==> src/rtl/uart_rx_pkg.sv <==
package uart_rx_pkg;

    localparam int BYTE_W = 8;

    // status flag positions
    localparam int FL_RDY  = 0;
    localparam int FL_ERR  = 1;
    localparam int FL_BRK  = 2;
    localparam int FL_PAR  = 3;
    localparam int FL_FRM  = 4;
    localparam int FL_OVR  = 5;
    localparam int FL_NUM  = 6;

    typedef enum logic [2:0] {
        RX_IDLE,
        RX_START,
        RX_DATA,
        RX_PAR,
        RX_STOP,
        RX_HOLD
    } rx_state_e;

    typedef struct packed {
        logic [BYTE_W-1:0] data;
        logic              perr;
        logic              ferr;
        logic              brk;
    } rx_frame_t;

endpackage

==> src/rtl/rx_frame_sampler.sv <==
module rx_frame_sampler
    import uart_rx_pkg::*;
#(
    parameter int OSR = 16
) (
    input  logic      clk,
    input  logic      rst_n,
    input  logic      tick,
    input  logic      rx_en,
    input  logic      par_en,
    input  logic      rxd,
    output logic      frm_valid,
    output rx_frame_t frm
);
    localparam int CNT_W = $clog2(OSR);
    localparam logic [CNT_W-1:0] MID  = CNT_W'(OSR / 2 - 1);
    localparam logic [CNT_W-1:0] LAST = CNT_W'(OSR - 1);

    typedef struct packed {
        rx_state_e         st;
        logic [CNT_W-1:0]  cnt;
        logic [2:0]        bits;
        logic [BYTE_W-1:0] sh;
        logic              pbit;
        logic              s1;
        logic              s2;
        logic              valid;
        rx_frame_t         frm;
    } smp_t;

    smp_t smp_d, smp_q;
    logic rx_s;

    assign rx_s = smp_q.s2;

    always_comb begin
        smp_d       = smp_q;
        smp_d.valid = 1'b0;
        smp_d.s1    = rxd;
        smp_d.s2    = smp_q.s1;
        if (!rx_en) begin
            smp_d.st = RX_IDLE;
        end else if (tick) begin
            case (smp_q.st)
                RX_IDLE: begin
                    if (!rx_s) begin
                        smp_d.st  = RX_START;
                        smp_d.cnt = '0;
                    end
                end
                RX_START: begin
                    if (smp_q.cnt == MID) begin
                        smp_d.cnt  = '0;
                        smp_d.bits = '0;
                        smp_d.st   = rx_s ? RX_IDLE : RX_DATA;
                    end else begin
                        smp_d.cnt = smp_q.cnt + 1'b1;
                    end
                end
                RX_DATA: begin
                    if (smp_q.cnt == LAST) begin
                        smp_d.cnt = '0;
                        smp_d.sh  = {rx_s, smp_q.sh[BYTE_W-1:1]};
                        if (smp_q.bits == 3'd7) begin
                            smp_d.st = par_en ? RX_PAR : RX_STOP;
                        end else begin
                            smp_d.bits = smp_q.bits + 1'b1;
                        end
                    end else begin
                        smp_d.cnt = smp_q.cnt + 1'b1;
                    end
                end
                RX_PAR: begin
                    if (smp_q.cnt == LAST) begin
                        smp_d.cnt  = '0;
                        smp_d.pbit = rx_s;
                        smp_d.st   = RX_STOP;
                    end else begin
                        smp_d.cnt = smp_q.cnt + 1'b1;
                    end
                end
                RX_STOP: begin
                    if (smp_q.cnt == LAST) begin
                        smp_d.valid    = 1'b1;
                        smp_d.frm.data = smp_q.sh;
                        smp_d.frm.perr = par_en && (smp_q.pbit != ^smp_q.sh);
                        smp_d.frm.ferr = !rx_s;
                        smp_d.frm.brk  = !rx_s && (smp_q.sh == '0)
                                         && (!par_en || !smp_q.pbit);
                        smp_d.st       = rx_s ? RX_IDLE : RX_HOLD;
                    end else begin
                        smp_d.cnt = smp_q.cnt + 1'b1;
                    end
                end
                RX_HOLD: begin
                    if (rx_s) smp_d.st = RX_IDLE;
                end
                default: smp_d.st = RX_IDLE;
            endcase
        end
    end

    always_ff @(posedge clk or negedge rst_n) begin
        if (!rst_n) begin
            smp_q    <= '0;
            smp_q.st <= RX_IDLE;
            smp_q.s1 <= 1'b1;
            smp_q.s2 <= 1'b1;
        end else begin
            smp_q <= smp_d;
        end
    end

    assign frm_valid = smp_q.valid;
    assign frm       = smp_q.frm;

    // a disabled receiver produces no frame in the following cycle
    assert_stop_rx_R12: assert property (@(posedge clk) disable iff (!rst_n)
        !rx_en |=> !frm_valid);

endmodule

==> src/rtl/rx_fifo.sv <==
module rx_fifo #(
    parameter int W     = 8,
    parameter int DEPTH = 16
) (
    input  logic                       clk,
    input  logic                       rst_n,
    input  logic                       push,
    input  logic [W-1:0]               din,
    input  logic                       pop,
    output logic [W-1:0]               head,
    output logic [$clog2(DEPTH+1)-1:0] count,
    output logic                       full,
    output logic                       empty
);
    localparam int AW    = (DEPTH > 1) ? $clog2(DEPTH) : 1;
    localparam int CNT_W = $clog2(DEPTH + 1);
    localparam logic [AW-1:0]    PTR_LAST = AW'(DEPTH - 1);
    localparam logic [CNT_W-1:0] CNT_MAX  = CNT_W'(DEPTH);

    typedef struct packed {
        logic [AW-1:0]    wp;
        logic [AW-1:0]    rp;
        logic [CNT_W-1:0] cnt;
    } fifo_t;

    fifo_t fifo_d, fifo_q;
    logic [W-1:0] mem_q [DEPTH];
    logic push_ok, pop_ok;

    assign full    = (fifo_q.cnt == CNT_MAX);
    assign empty   = (fifo_q.cnt == '0);
    assign push_ok = push && !full;
    assign pop_ok  = pop && !empty;

    always_comb begin
        fifo_d = fifo_q;
        if (push_ok) fifo_d.wp = (fifo_q.wp == PTR_LAST) ? '0 : fifo_q.wp + 1'b1;
        if (pop_ok)  fifo_d.rp = (fifo_q.rp == PTR_LAST) ? '0 : fifo_q.rp + 1'b1;
        case ({push_ok, pop_ok})
            2'b10:   fifo_d.cnt = fifo_q.cnt + 1'b1;
            2'b01:   fifo_d.cnt = fifo_q.cnt - 1'b1;
            default: fifo_d.cnt = fifo_q.cnt;
        endcase
    end

    always_ff @(posedge clk or negedge rst_n) begin
        if (!rst_n) fifo_q <= '0;
        else        fifo_q <= fifo_d;
    end

    always_ff @(posedge clk) begin
        if (push_ok) mem_q[fifo_q.wp] <= din;
    end

    assign head  = mem_q[fifo_q.rp];
    assign count = fifo_q.cnt;

    // the count never goes past the depth
    assert_no_overflow_R2: assert property (@(posedge clk) disable iff (!rst_n)
        count <= CNT_MAX);

    // popping an empty FIFO leaves the count alone
    assert_empty_pop_R3: assert property (@(posedge clk) disable iff (!rst_n)
        (pop && empty && !push) |=> (count == '0));

endmodule

==> src/rtl/uart_rx_status.sv <==
module uart_rx_status
    import uart_rx_pkg::*;
#(
    parameter int DEPTH = 16,
    parameter int OSR   = 16
) (
    input  logic       clk,
    input  logic       rst_n,
    input  logic       tick,
    input  logic       rxd,
    input  logic [1:0] reg_addr,
    input  logic       reg_wr,
    input  logic       reg_rd,
    input  logic [7:0] reg_wdata,
    output logic [7:0] reg_rdata,
    output logic       rx_irq
);
    localparam int CNT_W = $clog2(DEPTH + 1);

    typedef struct packed {
        logic              rx_en;
        logic              par_en;
        logic [1:0]        tsel;
        logic [FL_NUM-1:0] flags;
        logic [FL_NUM-1:0] arm;
        logic              irq;
        logic [BYTE_W-1:0] last;
    } regs_t;

    regs_t regs_d, regs_q;

    logic              frm_valid;
    rx_frame_t         frm;
    logic [BYTE_W-1:0] head;
    logic [CNT_W-1:0]  fifo_cnt;
    logic              fifo_full, fifo_empty;
    logic              ctl_wr, st_rd, st_wr, dat_rd;
    logic [CNT_W-1:0]  trig_lvl;
    logic              unused_wbits;

    function automatic logic [CNT_W-1:0] level_of(input logic [1:0] sel);
        int lv;
        case (sel)
            2'd0:    lv = 1;
            2'd1:    lv = 4;
            2'd2:    lv = 8;
            default: lv = 14;
        endcase
        if (lv > DEPTH) lv = DEPTH;
        return CNT_W'(lv);
    endfunction

    assign ctl_wr       = reg_wr && (reg_addr == 2'd0);
    assign st_wr        = reg_wr && (reg_addr == 2'd1);
    assign st_rd        = reg_rd && (reg_addr == 2'd1);
    assign dat_rd       = reg_rd && (reg_addr == 2'd2);
    assign trig_lvl     = level_of(regs_q.tsel);
    assign unused_wbits = ^reg_wdata[7:6];

    rx_frame_sampler #(.OSR(OSR)) u_smp (
        .clk       (clk),
        .rst_n     (rst_n),
        .tick      (tick),
        .rx_en     (regs_q.rx_en),
        .par_en    (regs_q.par_en),
        .rxd       (rxd),
        .frm_valid (frm_valid),
        .frm       (frm)
    );

    rx_fifo #(.W(BYTE_W), .DEPTH(DEPTH)) u_fifo (
        .clk   (clk),
        .rst_n (rst_n),
        .push  (frm_valid),
        .din   (frm.data),
        .pop   (dat_rd),
        .head  (head),
        .count (fifo_cnt),
        .full  (fifo_full),
        .empty (fifo_empty)
    );

    always_comb begin
        regs_d     = regs_q;
        regs_d.irq = 1'b0;
        if (ctl_wr) begin
            regs_d.rx_en  = reg_wdata[0];
            regs_d.par_en = reg_wdata[1];
            regs_d.tsel   = reg_wdata[3:2];
        end
        if (st_rd) regs_d.arm = regs_q.arm | regs_q.flags;
        if (st_wr) begin
            for (int i = 0; i < FL_NUM; i++) begin
                if (!reg_wdata[i] && regs_q.arm[i]) begin
                    if (i != FL_RDY || fifo_cnt < trig_lvl) regs_d.flags[i] = 1'b0;
                end
            end
            regs_d.arm = '0;
        end
        // setting wins over a clear in the same cycle
        if (fifo_cnt >= trig_lvl) regs_d.flags[FL_RDY] = 1'b1;
        if (frm_valid) begin
            if (frm.perr || frm.ferr) regs_d.flags[FL_ERR] = 1'b1;
            if (frm.perr) regs_d.flags[FL_PAR] = 1'b1;
            if (frm.ferr) regs_d.flags[FL_FRM] = 1'b1;
            if (frm.brk)  regs_d.flags[FL_BRK] = 1'b1;
            if (fifo_full) regs_d.flags[FL_OVR] = 1'b1;
        end
        regs_d.irq = regs_d.flags[FL_RDY] && !regs_q.flags[FL_RDY];
        if (dat_rd && !fifo_empty) regs_d.last = head;
    end

    always_ff @(posedge clk or negedge rst_n) begin
        if (!rst_n) regs_q <= '0;
        else        regs_q <= regs_d;
    end

    always_comb begin
        case (reg_addr)
            2'd0:    reg_rdata = {4'b0, regs_q.tsel, regs_q.par_en, regs_q.rx_en};
            2'd1:    reg_rdata = {1'b0, rxd, regs_q.flags};
            2'd2:    reg_rdata = fifo_empty ? regs_q.last : head;
            default: reg_rdata = 8'(fifo_cnt);
        endcase
    end

    assign rx_irq = regs_q.irq;

    // the pulse coincides with a fresh data-ready flag
    assert_irq_on_rise_R6: assert property (@(posedge clk) disable iff (!rst_n)
        rx_irq |-> (regs_q.flags[FL_RDY] && !$past(regs_q.flags[FL_RDY])));

    // data-ready follows a fill at or above the trigger
    assert_rdy_held_R8: assert property (@(posedge clk) disable iff (!rst_n)
        (fifo_cnt >= trig_lvl) |=> regs_q.flags[FL_RDY]);

    // the error flag only drops after an armed write of 0
    assert_clear_needs_arm_R7: assert property (@(posedge clk) disable iff (!rst_n)
        $fell(regs_q.flags[FL_ERR]) |-> $past(st_wr && regs_q.arm[FL_ERR] && !reg_wdata[FL_ERR]));

    // a frame arriving into a full FIFO raises overrun
    assert_overrun_R4: assert property (@(posedge clk) disable iff (!rst_n)
        (frm_valid && fifo_full) |=> regs_q.flags[FL_OVR]);

endmodule

==> config.mk <==
export PLATFORM = sky130hd
export DESIGN_NAME = uart_rx_status
export DESIGN_NICKNAME = d
export VERILOG_FILES = /design/src/rtl/uart_rx_pkg.sv /design/src/rtl/rx_frame_sampler.sv /design/src/rtl/rx_fifo.sv /design/src/rtl/uart_rx_status.sv
export SDC_FILE = /design/constraint.sdc
export NUM_CORES = 1
export LEC_CHECK = 0
export BUFFER_PORTS_ARGS = -buffer_cell sky130_fd_sc_hd__buf_2
export CORE_MARGIN = 10
export CORE_UTILIZATION = 58
export CTS_BUF_LIST = sky130_fd_sc_hd__clkbuf_2
export DETAILED_ROUTE_END_ITERATION = 7
export PLACE_DENSITY = 0.83
export SLEW_MARGIN = 15
export SYNTH_ARGS = -nofsm -noshare
export SYNTH_HDL_FRONTEND = slang
export SYNTH_SLANG_ARGS = --single-unit
==> constraint.sdc <==
create_clock -name clk -period 2.6 [get_ports clk]
set_input_delay 0.52 -clock clk [delete_from_list [all_inputs] [get_ports clk]]
set_output_delay 0.52 -clock clk [all_outputs]
set_load 0.05 [all_outputs]
==> run metrics, run 1 <==
clock root buffer clkbuf_2; total wire length about 19000 µm; Die Y between 100 and 150 µm; Leak 0.00346 µW; DR pass1 iterations 5; Worst Skew approximately 0.042 ns; Placeable Area between 10000 and 15000 µm²; max incr delay on CP slightly above 0.5 ns; Peak VDD IR about 0.36 mV; row count 44; Yosys cell types 56; CTS buffer count 17; grt ovf 0; RSZ-0062 raised after global routing true; GR Util All Layers a little under a fifth; vias per inst 6.32; CTS clk-pin slew, worst paths approximately 0.28 ns; initial antenna violation count 0; Buffers on Ports 22; worst path cell trace buf_12 -> mux4_2 -> a22o_1 -> a221oi_2 -> buf_4 -> o21ai_4 -> buf_6; per-cell routed wire length approximately 22 µm; via count 5582; kind of critical path reg -> out; Critical Path RT ~2.1 ns; Seq/Total Area, Yosys between 60 and 70%; Crit. path cell count 7; worst hold path type in -> reg; Syn-to-layout area delta 15.3%; final worst setup slack -0.732 ns; Clk Latency, worst-skew pair a little under 0.8 ns; proportion of layout cells with a drive suffix above 1 30.5%; Max stage delay cell, worst path mux4_2; crit path capture type output port; Largest delay share family, worst path compound AO/OA/AOI/OAI gates; Post-route DRC 0; Slew Viols, Final 0; largest net degree at the start of global routing 32; Min-Delay Path Depth 3; Cells after Synth about 600; synthesized flop and latch total 199; crit share post-route 128%; first-pass GRT wire length around 29000 µm; Final Util just under 70%; syn nets approximately 640; final hold vios 0; Yosys warning count 0; Synth Area per Inst about 14 µm²; Fin Setup TNS -5.42 ns; PwrDens between 700 and 800 nW/µm²; # diodes 0; Die Width between 100 and 150 µm; Worst Tran Pin Value ~0.76 ns; Ports 25; Async SR Flop Fraction between 30% and 40%; Mapped Area about 8700 µm²; CTS H-Tree Depth 4; dominant synthesized flop cell edfxtp_1; Reg2Reg Depth 13; crit-path max FO 8; vias in the first global route between 5k and 6k; CP arrival about 2.8 ns; Detailed Place HPWL 12400 µm; crit path buf inv count 3; status complete, but fails checks; Rel. slew slack 48.8%; Sink Count 199; max_cap viols 0; Post-layout nets a little over 700; Die Footprint about 20000 µm²; number of flops mapped to enable cells by yosys about 130; RePlAce Congestion about 0.9; CTS tree done; fmax 300 MHz; Tmin final about 3.3 ns; CP Launch Type flip-flop; Bufs on Longest Clock Path 2; Initial Util 59.6%; DRT iter0 DRCs 545; final setup fails 9; post-route ant nets 0; failing checks negative setup slack
-- per-layer routing --
metal,global-route usage (%),vias to the layer above,part of all wire (%)
li1,-,2444,-
met5,0,-,0
met4,5.81,0,2.6
met2,31.2,271,51
met3,4.44,39,7.5
met1,23.2,2828,39
-- stage by stage --
step	hold slack, ns	worst slack, ns	area, µm²	total power, µW	std cells
2_1_floorplan	0.224	0.00672	8750	4960	604
3_3_place_gp	0.350	0.0357	9310	5470	824
3_5_place_dp	0.355	0.0262	9310	5550	824
4_1_cts	0.00639	-0.815	9800	7200	871
5_1_grt	0.0442	-0.873	10100	7820	883
6_report	0.0864	-0.732	10100	7520	883
-- worst min-delay path, delay by kind of cell --
family | cells | cell delay (ns)
buffers and inverters | 1 | 0.17
AOI/OAI and AO/OA | 1 | 0.15
and+or+nand+nor | 1 | 0.05
-- final timing paths --
kind,startpoint,end,slack (ns)
min in group asynchronous,rst_n,regs_q[2],0.26
worst min register to register,u_smp.smp_d[12],u_smp.rx_s,0.36
worst max register to register,u_fifo.count[1],u_fifo.count[4],-0.01
worst max-delay path,u_fifo.fifo_q[6],reg_rdata[4],-0.73
worst min-delay path,reg_rd,regs_q[9],0.09
max in group asynchronous,rst_n,u_smp.smp_q[14],1.67
-- synthesized netlist by cell type (2+ instances only) --
master    instances  area [µm²]
a21o_1            2        15.0
a21oi_1          10        50.1
a221oi_1          4        35.0
a221oi_2          3        45.0
a22o_1            8        70.1
a22oi_1           5        37.5
a311oi_1          2        17.5
a31oi_1           9        56.3
a32oi_1           3        26.3
and2_1            4        25.0
and3_1            3        18.8
buf_2            11        55.1
buf_4             3        22.5
buf_6             3        33.8
clkbuf_1         13        48.8
dfrtp_1          69        1730
dfstp_2           2        52.6
edfxtp_1        128        3840
ha_1             20         250
inv_1            23        86.3
mux2_2           21         236
mux2i_1           6        60.1
mux4_2           32         721
nand2_1          54         203
nand2b_1          9        56.3
nand3_1          14        70.1
nand3b_1          8        60.1
nand4_1           2        12.5
nor2_1           37         139
nor2b_1          10        62.6
nor3_1            7        35.0
o21a_1            4        30.0
o21ai_0          27         135
o21ai_1           5        25.0
o22ai_1           9        56.3
o31ai_1           5        37.5
xnor2_1           7        61.3
xor2_1            4        35.0
-- registers in the layout, indices dropped and copies added, names as in the netlist --
register / cells
u_fifo.fifo_q: 8
u_smp.rx_s: 1
u_smp.frm_valid: 1
u_fifo.mem_q: 128
u_smp.frm: 11
regs_q: 24
u_fifo.count: 5
rx_irq: 1
u_smp.smp_d: 1
u_smp.smp_q: 19
-- report_power, final --
part	switching [µW]	internal [µW]	total (µW)
Sequential	191	3490	3680
Combinational	1240	1190	2420
Clock	1050	367	1410
-- cell usage in the layout (no fill, tap or decap), types with 17 or more instances in the layout --
cell / instances
mux4_2: 32
nand2_1: 53
mux2_2: 20
buf_4: 51
ha_1: 17
dfrtp_1: 66
clkbuf_2: 19
inv_1: 21
edfxtp_1: 128
nor2_1: 37
o21ai_0: 25
-- area by class of cell --
cell class	count	area, µm²
Clock buffer	19	95.1
Clock inverter	13	123
Fill cell	877	4580
Inverter	24	92.6
Multi-Input combinational cell	350	3040
Sequential cell	199	5630
Tap cell	184	230
Timing Repair Buffer	94	853
-- cells by family (layout without fill, tap and decap cells) --
logic type / after synthesis / after routing / synth area share (%)
flip-flops: 199 / 199 / 64.4
XOR/XNOR: 11 / 11 / 1.10
buffers and inverters: 55 / 150 / 2.91
AO/OA/AOI/OAI: 102 / 102 / 7.93
adder cells (fa/ha/maj): 21 / 21 / 3.10
AND/OR/NAND/NOR: 156 / 156 / 8.75
multiplexers: 60 / 60 / 11.8
-- timing repair --
item / 4_1_cts / 5_1_grt
hold buffers: 8 / 0
gates resized for setup: 24 / 36
endpoints found under the setup margin: 9 / 9
gates cloned: 1 / 1
pin swaps: 8 / 18
endpoints found under the hold margin: 37 / 0
setup buffers: 6 / 12
Power figures use the tool's default switching activity.
==> run 2, diff against run 1 <==
--- a/config.mk
+++ b/config.mk
@@ -15,3 +15,4 @@
 export SYNTH_ARGS = -nofsm -noshare
 export SYNTH_HDL_FRONTEND = slang
 export SYNTH_SLANG_ARGS = --single-unit
+export TNS_END_PERCENT = 5
==> run metrics, run 2 (synthesized netlist as in run 1, its figures left out) <==
CP arrival 2.89 ns (+0.08 ns); largest net degree at the start of global routing 68 (+110%); Slew Viols, Final 0 (unchanged); final worst setup slack -0.809 ns (-0.0769 ns); Die Width 143 µm (unchanged); Register-to-Register Setup Slack -0.04 ns (-0.03 ns); status complete, but fails checks; Post-layout nets 709 (-1.9%); RePlAce Congestion 0.870 (-5.9%); Detailed Place HPWL 12400 µm (-0.15%); CTS H-Tree Depth 4 (unchanged); Post-route DRC 0 (unchanged); kind of critical path reg -> out; vias in the first global route 5471 (+0.48%); Leak 0.00341 µW (-1.5%); crit share post-route 131% (+3.0 points); GR Util All Layers 20.3% (+1.9 points); Bufs on Longest Clock Path 2 (unchanged); Critical Path RT 2.08 ns (about the same); crit-path max FO 5 (-3); Placeable Area 14600 µm² (unchanged); leading cell type in the layout, fill and taps excluded edfxtp_1; Tmin final 3.41 ns (+0.0769 ns); Area after DPL 9260 µm² (-0.59%); proportion of layout cells with a drive suffix above 1 27.0% (-3.5 points); DRT iter0 DRCs 772 (+42%); CP Launch Type flip-flop; most frequent cells in the layout edfxtp_1 (128), dfrtp_1 (67), nand2_1 (52); row count 44 (unchanged); clock root buffer clkbuf_2; Worst Tran Pin Value 0.830 ns (+0.0667 ns); Clk Latency, worst-skew pair 0.77 ns (-0.02 ns); number of flip-flops in the largest register 128 (unchanged); final hold vios 0 (unchanged); grt ovf 0 (unchanged); final setup fails 9 (unchanged); Sink Count 199 (unchanged); first-pass GRT wire length 31400 µm (+8.8%); RSZ-0062 raised after global routing true; Die Y 143 µm (unchanged); via count 5631 (+0.88%); RR Endpoint u_fifo.count[4]; worst hold path type in -> async; origin of the critical flop-to-flop path u_fifo.count[2]; Reg2Reg Depth 12 (-1); pre-CTS setup slack -0.0146 ns (-0.0408 ns); failing checks negative setup slack; most flop-heavy register u_fifo.mem_q; CTS clk-pin slew, worst paths 0.28 ns (about the same); Multi-input gate area 2980 µm² (-2.0%); vias per inst 6.46 (+2.3%); Initial Util 59.6% (unchanged); DR pass1 iterations 6 (+1); Ports 25 (unchanged); Worst Skew 0.0356 ns (-0.00600 ns); max_cap viols 0 (unchanged); Fill cells 902 (+2.9%); total wire length 20200 µm (+5.6%); design area 9900 µm² (-1.6%); Die Footprint 20400 µm² (unchanged); CTS buffer count 17 (unchanged); Rel. slew slack 44.4% (-4.5 points); fmax 293 MHz (-2.3%); per-cell routed wire length 23.2 µm (+7.0%); crit path capture type output port; biggest regs u_fifo.mem_q: 128 flops, regs_q: 24 flops, u_smp.smp_q: 19 flops; Syn-to-layout area delta 13.4%; Buffers on Ports 22 (unchanged); initial antenna violation count 1 (+1); CTS tree done; post-route ant nets 0 (unchanged); area occupied by registers 5630 µm² (about the same); Peak VDD IR 0.333 mV (-7.2%); PwrDens 767 nW/µm² (+2.6%)
run 2: cell types whose count changed in the layout (fill, tap and decap cells not counted), moves of 4 or more:
cell,previous run,this run
buf_6,12,6
buf_4,51,47
clkinv_1,0,4
buf_12,8,4
run 2: power breakdown:
group	total [µW]	switching (µW)	internal [µW]
Sequential	3730	241	3490
Combinational	2180	1160	1020
Clock	1680	1040	639
Total	7590	2440	5150
run 2: worst max-delay path, stage by stage, from the launching register on:
cell	delay (ns)
dfrtp_2	0.53
buf_8	0.17
mux4_2	0.52
a22o_4	0.30
a221oi_4	0.31
o21ai_2	0.11
buf_6	0.17
run 2: layout make-up:
| cell class | instances | share of cell area [%] |
|---|---|---|
| clock buffer | 17 | 0.860 |
| timing repair buffer | 80 | 6.95 |
| clock inverter | 15 | 1.98 |
| multi-input combinational | 350 | 30.1 |
| inverter | 24 | 0.910 |
| tap | 184 | 2.33 |
| antenna | 2 | 0.0506 |
| sequential | 199 | 56.8 |
run 2: per-stage QoR:
stage | instances | util [%] | hold slack [ns] | setup TNS [ns] | total power [µW]
3_5_place_dp | 820 | 63.2 | 0.349 | -0.0146 | 5500
6_report | 871 | 67.6 | 0.0395 | -6.07 | 7590
2_1_floorplan | 604 | - | 0.224 | -0.0543 | 4940
4_1_cts | 866 | 67.4 | 0.00290 | -6.20 | 7560
5_1_grt | 870 | 67.6 | 0.00935 | -7.06 | 7880
3_3_place_gp | 820 | 63.2 | 0.343 | 0 | 5410
run 2: timing repair:
action | 4_1_cts | 5_1_grt
buffers inserted | 6 | 5
hold buffers | 6 | 0
gates resized for setup | 38 | 8
endpoints found under the setup margin | 9 | 9
hold endpoints to repair | 74 | 0
gates cloned | 2 | 0
pin swaps | 9 | 6
run 2: worst max-delay path by stage:
| stage | startpoint | to | depth (start not counted) |
|---|---|---|---|
| 5_1_grt | u_fifo.fifo_q[8] | reg_rdata[6] | 6 |
| 3_3_place_gp | u_fifo.fifo_q[6] | reg_rdata[4] | 6 |
| 2_1_floorplan | u_fifo.fifo_q[8] | reg_rdata[2] | 6 |
| 4_1_cts | u_fifo.fifo_q[6] | reg_rdata[7] | 7 |
| 3_5_place_dp | u_fifo.count[1] | u_fifo.count[4] | 12 |
| 6_report | u_fifo.fifo_q[6] | reg_rdata[4] | 6 |
run 2: routing by layer:
layer / track usage, % / share of wire, % / up-vias
li1: - / - / 2410
met1: 25.0 / 38 / 2792
met3: 4.15 / 7.5 / 87
met4: 10.3 / 4.5 / 0
met5: 0 / 0 / -
met2: 33.6 / 50 / 342
==> run 3, diff against run 2 <==
--- a/config.mk
+++ b/config.mk
@@ -5,6 +5,7 @@
 export SDC_FILE = /design/constraint.sdc
 export NUM_CORES = 1
 export LEC_CHECK = 0
+export ABC_AREA = 1
 export BUFFER_PORTS_ARGS = -buffer_cell sky130_fd_sc_hd__buf_2
 export CORE_MARGIN = 10
 export CORE_UTILIZATION = 58
==> run metrics, run 3 <==
vias in the first global route 6503 (+19%); worst path cell trace inv_8 -> buf_16 -> nor2_1 -> o211ai_1 -> nand3_1 -> nand3_1 -> nand2_1 -> inv_1 -> buf_6; Post-layout nets 1028 (+45%); CTS buffer count 17 (unchanged); Leak 0.00436 µW (+28%); Critical Path RT 2.08 ns (about the same); RR Endpoint u_fifo.count[4]; Sink Count 199 (unchanged); leading cell type in the layout, fill and taps excluded nand2_1; failing checks negative setup slack; worst hold path type in -> reg; number of flip-flops in the largest register 128 (unchanged); clock power share 15.9% (-6.2 points); via count 6842 (+22%); area share of the largest cell type after synthesis 42.2% (-1.9 points); Commonest cells post-synth nand2_1 (224), edfxtp_1 (128), inv_1 (108); dominant synthesized flop cell edfxtp_1; area leader, netlist edfxtp_1; CTS clk-pin slew, worst paths 0.25 ns (-0.03 ns); Flop pwr share 45.1% (-4.1 points); Clk Latency, worst-skew pair 0.75 ns (-0.02 ns); final hold vios 0 (unchanged); simple-gate share of the synthesized area 18.5% (+9.7 points); Async SR Flop Fraction 35.7% (unchanged); hold_ws 0.160 ns (+0.121 ns); crit-path max FO 8 (+3); Yosys cell types 40 (-29%); post-synthesis compound-gate area fraction 8.55% (+0.62 points); PwrDens 807 nW/µm² (+5.3%); Peak VDD IR 0.419 mV (+26%); power share of the combinational group 39.0% (+10 points); final setup fails 8 (-1); most frequent cells in the layout nand2_1 (209), edfxtp_1 (128), inv_1 (104); Mapped Area 9120 µm² (+4.5%); main combinational cell family by area after synthesis simple AND/OR/NAND/NOR gates; crit share post-route 120% (-11 points); GRT met3 Usage 4.19% (+0.045 points); syn nets 961 (+50%); Yosys warning count 0 (unchanged); Rel. slew slack 51.8% (+7.4 points); synthesized flop and latch total 199 (unchanged); Slew Viols, Final 0 (unchanged); row count 45 (+2.3%); max incr delay on CP 0.57 ns (+0.04 ns); Buffers on Ports 22 (unchanged); Synth Area per Inst 9.87 µm² (-32%); min-delay src reg_wr; vias per inst 5.62 (-13%); first-pass GRT wire length 33800 µm (+7.6%); non-filler instance count after layout 1217 (+40%); Die Footprint 21100 µm² (+3.8%); clock root buffer clkbuf_2; post-route ant nets 0 (unchanged); Register-to-Register Setup Slack 0.18 ns (+0.22 ns); proportion of layout cells with a drive suffix above 1 16.5% (-10 points); biggest regs u_fifo.mem_q: 128 flops, regs_q: 24 flops, u_smp.smp_q: 19 flops; Worst Tran Pin Value 0.723 ns (-0.107 ns); GR Util All Layers 19.8% (-0.50 points); RePlAce Congestion 0.859 (-1.2%); RSZ-0062 raised after global routing true; kind of critical path reg -> out; NetSw 3220 µW (+32%); Die Width 145 µm (+1.9%); CP Launch Type flip-flop; met2 global-route usage 31.0% (-2.6 points); total power 8310 µW (+9.4%); total wire length 21100 µm (+4.3%); Cells after Synth 924 (+53%); most flop-heavy register u_fifo.mem_q; CTS H-Tree Depth 4 (unchanged); switching share of power 38.7% (+6.6 points); Bufs on Longest Clock Path 2 (unchanged); Post-route DRC 0 (unchanged); crit path capture type output port; Placeable Area 15300 µm² (+4.6%); multiplexer area fraction after synthesis 0% (-12 points); Max stage delay cell, worst path dfrtp_2; Synth Area in XOR/XNOR 1.06% (-0.047 points); DR pass1 iterations 6 (unchanged); Critical Path Source u_fifo.fifo_q[5]; CP arrival 2.60 ns (-0.29 ns); max_cap viols 0 (unchanged); fmax 321 MHz (+9.4%); DRT iter0 DRCs 902 (+17%); per-cell routed wire length 17.3 µm (-25%); met1 GRT Util 25.8% (+0.74 points); initial antenna violation count 2 (+1); Syn-to-layout area delta 12.8%; Ports 25 (unchanged); Detailed Place HPWL 12900 µm (+4.8%); Initial Util 59.5% (-0.069 points); dpl cells 1164 (+42%); final worst setup slack -0.515 ns (+0.294 ns); number of flops mapped to enable cells by yosys 128 (unchanged); most frequent cell on the critical path nand3_1; grt ovf 0 (unchanged); Most Crowded Layer GR met2; most frequent cell after synthesis nand2_1; largest net degree at the start of global routing 47 (-31%); origin of the critical flop-to-flop path u_fifo.count[3]; Pint 5090 µW (-1.2%); Synth Area in Adders 2.96% (-0.13 points); Worst Skew 0.0274 ns (-0.00823 ns); Hold EP regs_q[9]; Reg2Reg Depth 15 (+3); Die Y 145 µm (+1.9%); Seq/Total Area, Yosys 61.7% (-2.8 points); status complete, but fails checks; Min-Delay Path Depth 3; CTS tree done; Tmin final 3.12 ns (-0.294 ns); largest cells by area after synthesis edfxtp_1 (42%), dfrtp_1 (19%), nand2_1 (9.2%)
run 3: changes by cell type after synthesis, sizes merged, moves of 13 or more:
cell and change:
o21ai +52, mux2 -22, nand3 +48, nor2 +69, nand2 +176, inv +93, a21oi +13, mux4 -32
run 3: worst max-delay path, delay by kind of cell, from the launching register on:
kind                   cells  cell delay [ns]
AO/OA/AOI/OAI              1             0.34
buffers and inverters      4             0.52
flip-flops                 1             0.57
AND/OR/NAND/NOR            4             0.41
run 3: timing repair:
| action | in CTS | in global routing |
|---|---|---|
| pin swaps | 31 | 4 |
| endpoints found under the setup margin | 8 | 8 |
| gates cloned | 5 | 0 |
| endpoints found under the hold margin | 33 | 0 |
| gates resized for setup | 64 | 14 |
| hold buffers | 8 | 0 |
| buffers inserted | 6 | 0 |
run 3: worst max-delay path by stage:
stage	to	slack, ns	cells past startpoint
after floorplan	reg_rdata[0]	0.17	11
after global placement	u_fifo.count[4]	0.28	15
after detailed placement	u_fifo.count[4]	0.21	15
after CTS	reg_rdata[6]	-0.48	12
after global routing	reg_rdata[6]	-0.69	11
final	reg_rdata[7]	-0.52	9
run 3: layout make-up:
| type | count | area (µm²) |
|---|---|---|
| clock inverter | 15 | 113 |
| sequential | 199 | 5620 |
| inverter | 120 | 463 |
| fill | 1099 | 5030 |
| tap | 211 | 264 |
| multi-input combinational | 577 | 2980 |
| timing repair buffer | 76 | 756 |
| clock buffer | 17 | 85.1 |
| antenna | 2 | 5.00 |
run 3: kinds of logic (layout without fill, tap and decap cells):
group,after synthesis,in the layout
xor+xnor,11,11
buf+inv,148,228
simple gates,406,406
fa+ha+maj,21,21
other cells,0,2
flops,199,199
compound gates,139,139
run 3: per-stage QoR:
| step | area (µm²) | worst slack [ns] | TNS [ns] | util, % |
|---|---|---|---|---|
| floorplan | 9120 | 0.172 | 0 | - |
| global placement | 9600 | 0.280 | 0 | 62.7 |
| detailed placement | 9600 | 0.209 | 0 | 62.7 |
| CTS | 10200 | -0.483 | -3.73 | 66.8 |
| global route | 10300 | -0.688 | -5.24 | 67.2 |
| finish | 10300 | -0.515 | -3.87 | 67.2 |
run 3: metal layers:
layer	routed length, µm	vias up
met5	0	-
met4	894	0
met3	1730	74
met2	9960	372
met1	8500	3199
li1	-	3197
run 3: power by group through the flow:
stage	Clock, µW	Combinational, µW	Sequential (µW)
floorplan	0	1890	3730
global placement	0	2460	3780
detailed placement	0	2540	3790
CTS	1330	3070	3730
global route	1490	3540	3760
finish	1320	3240	3750
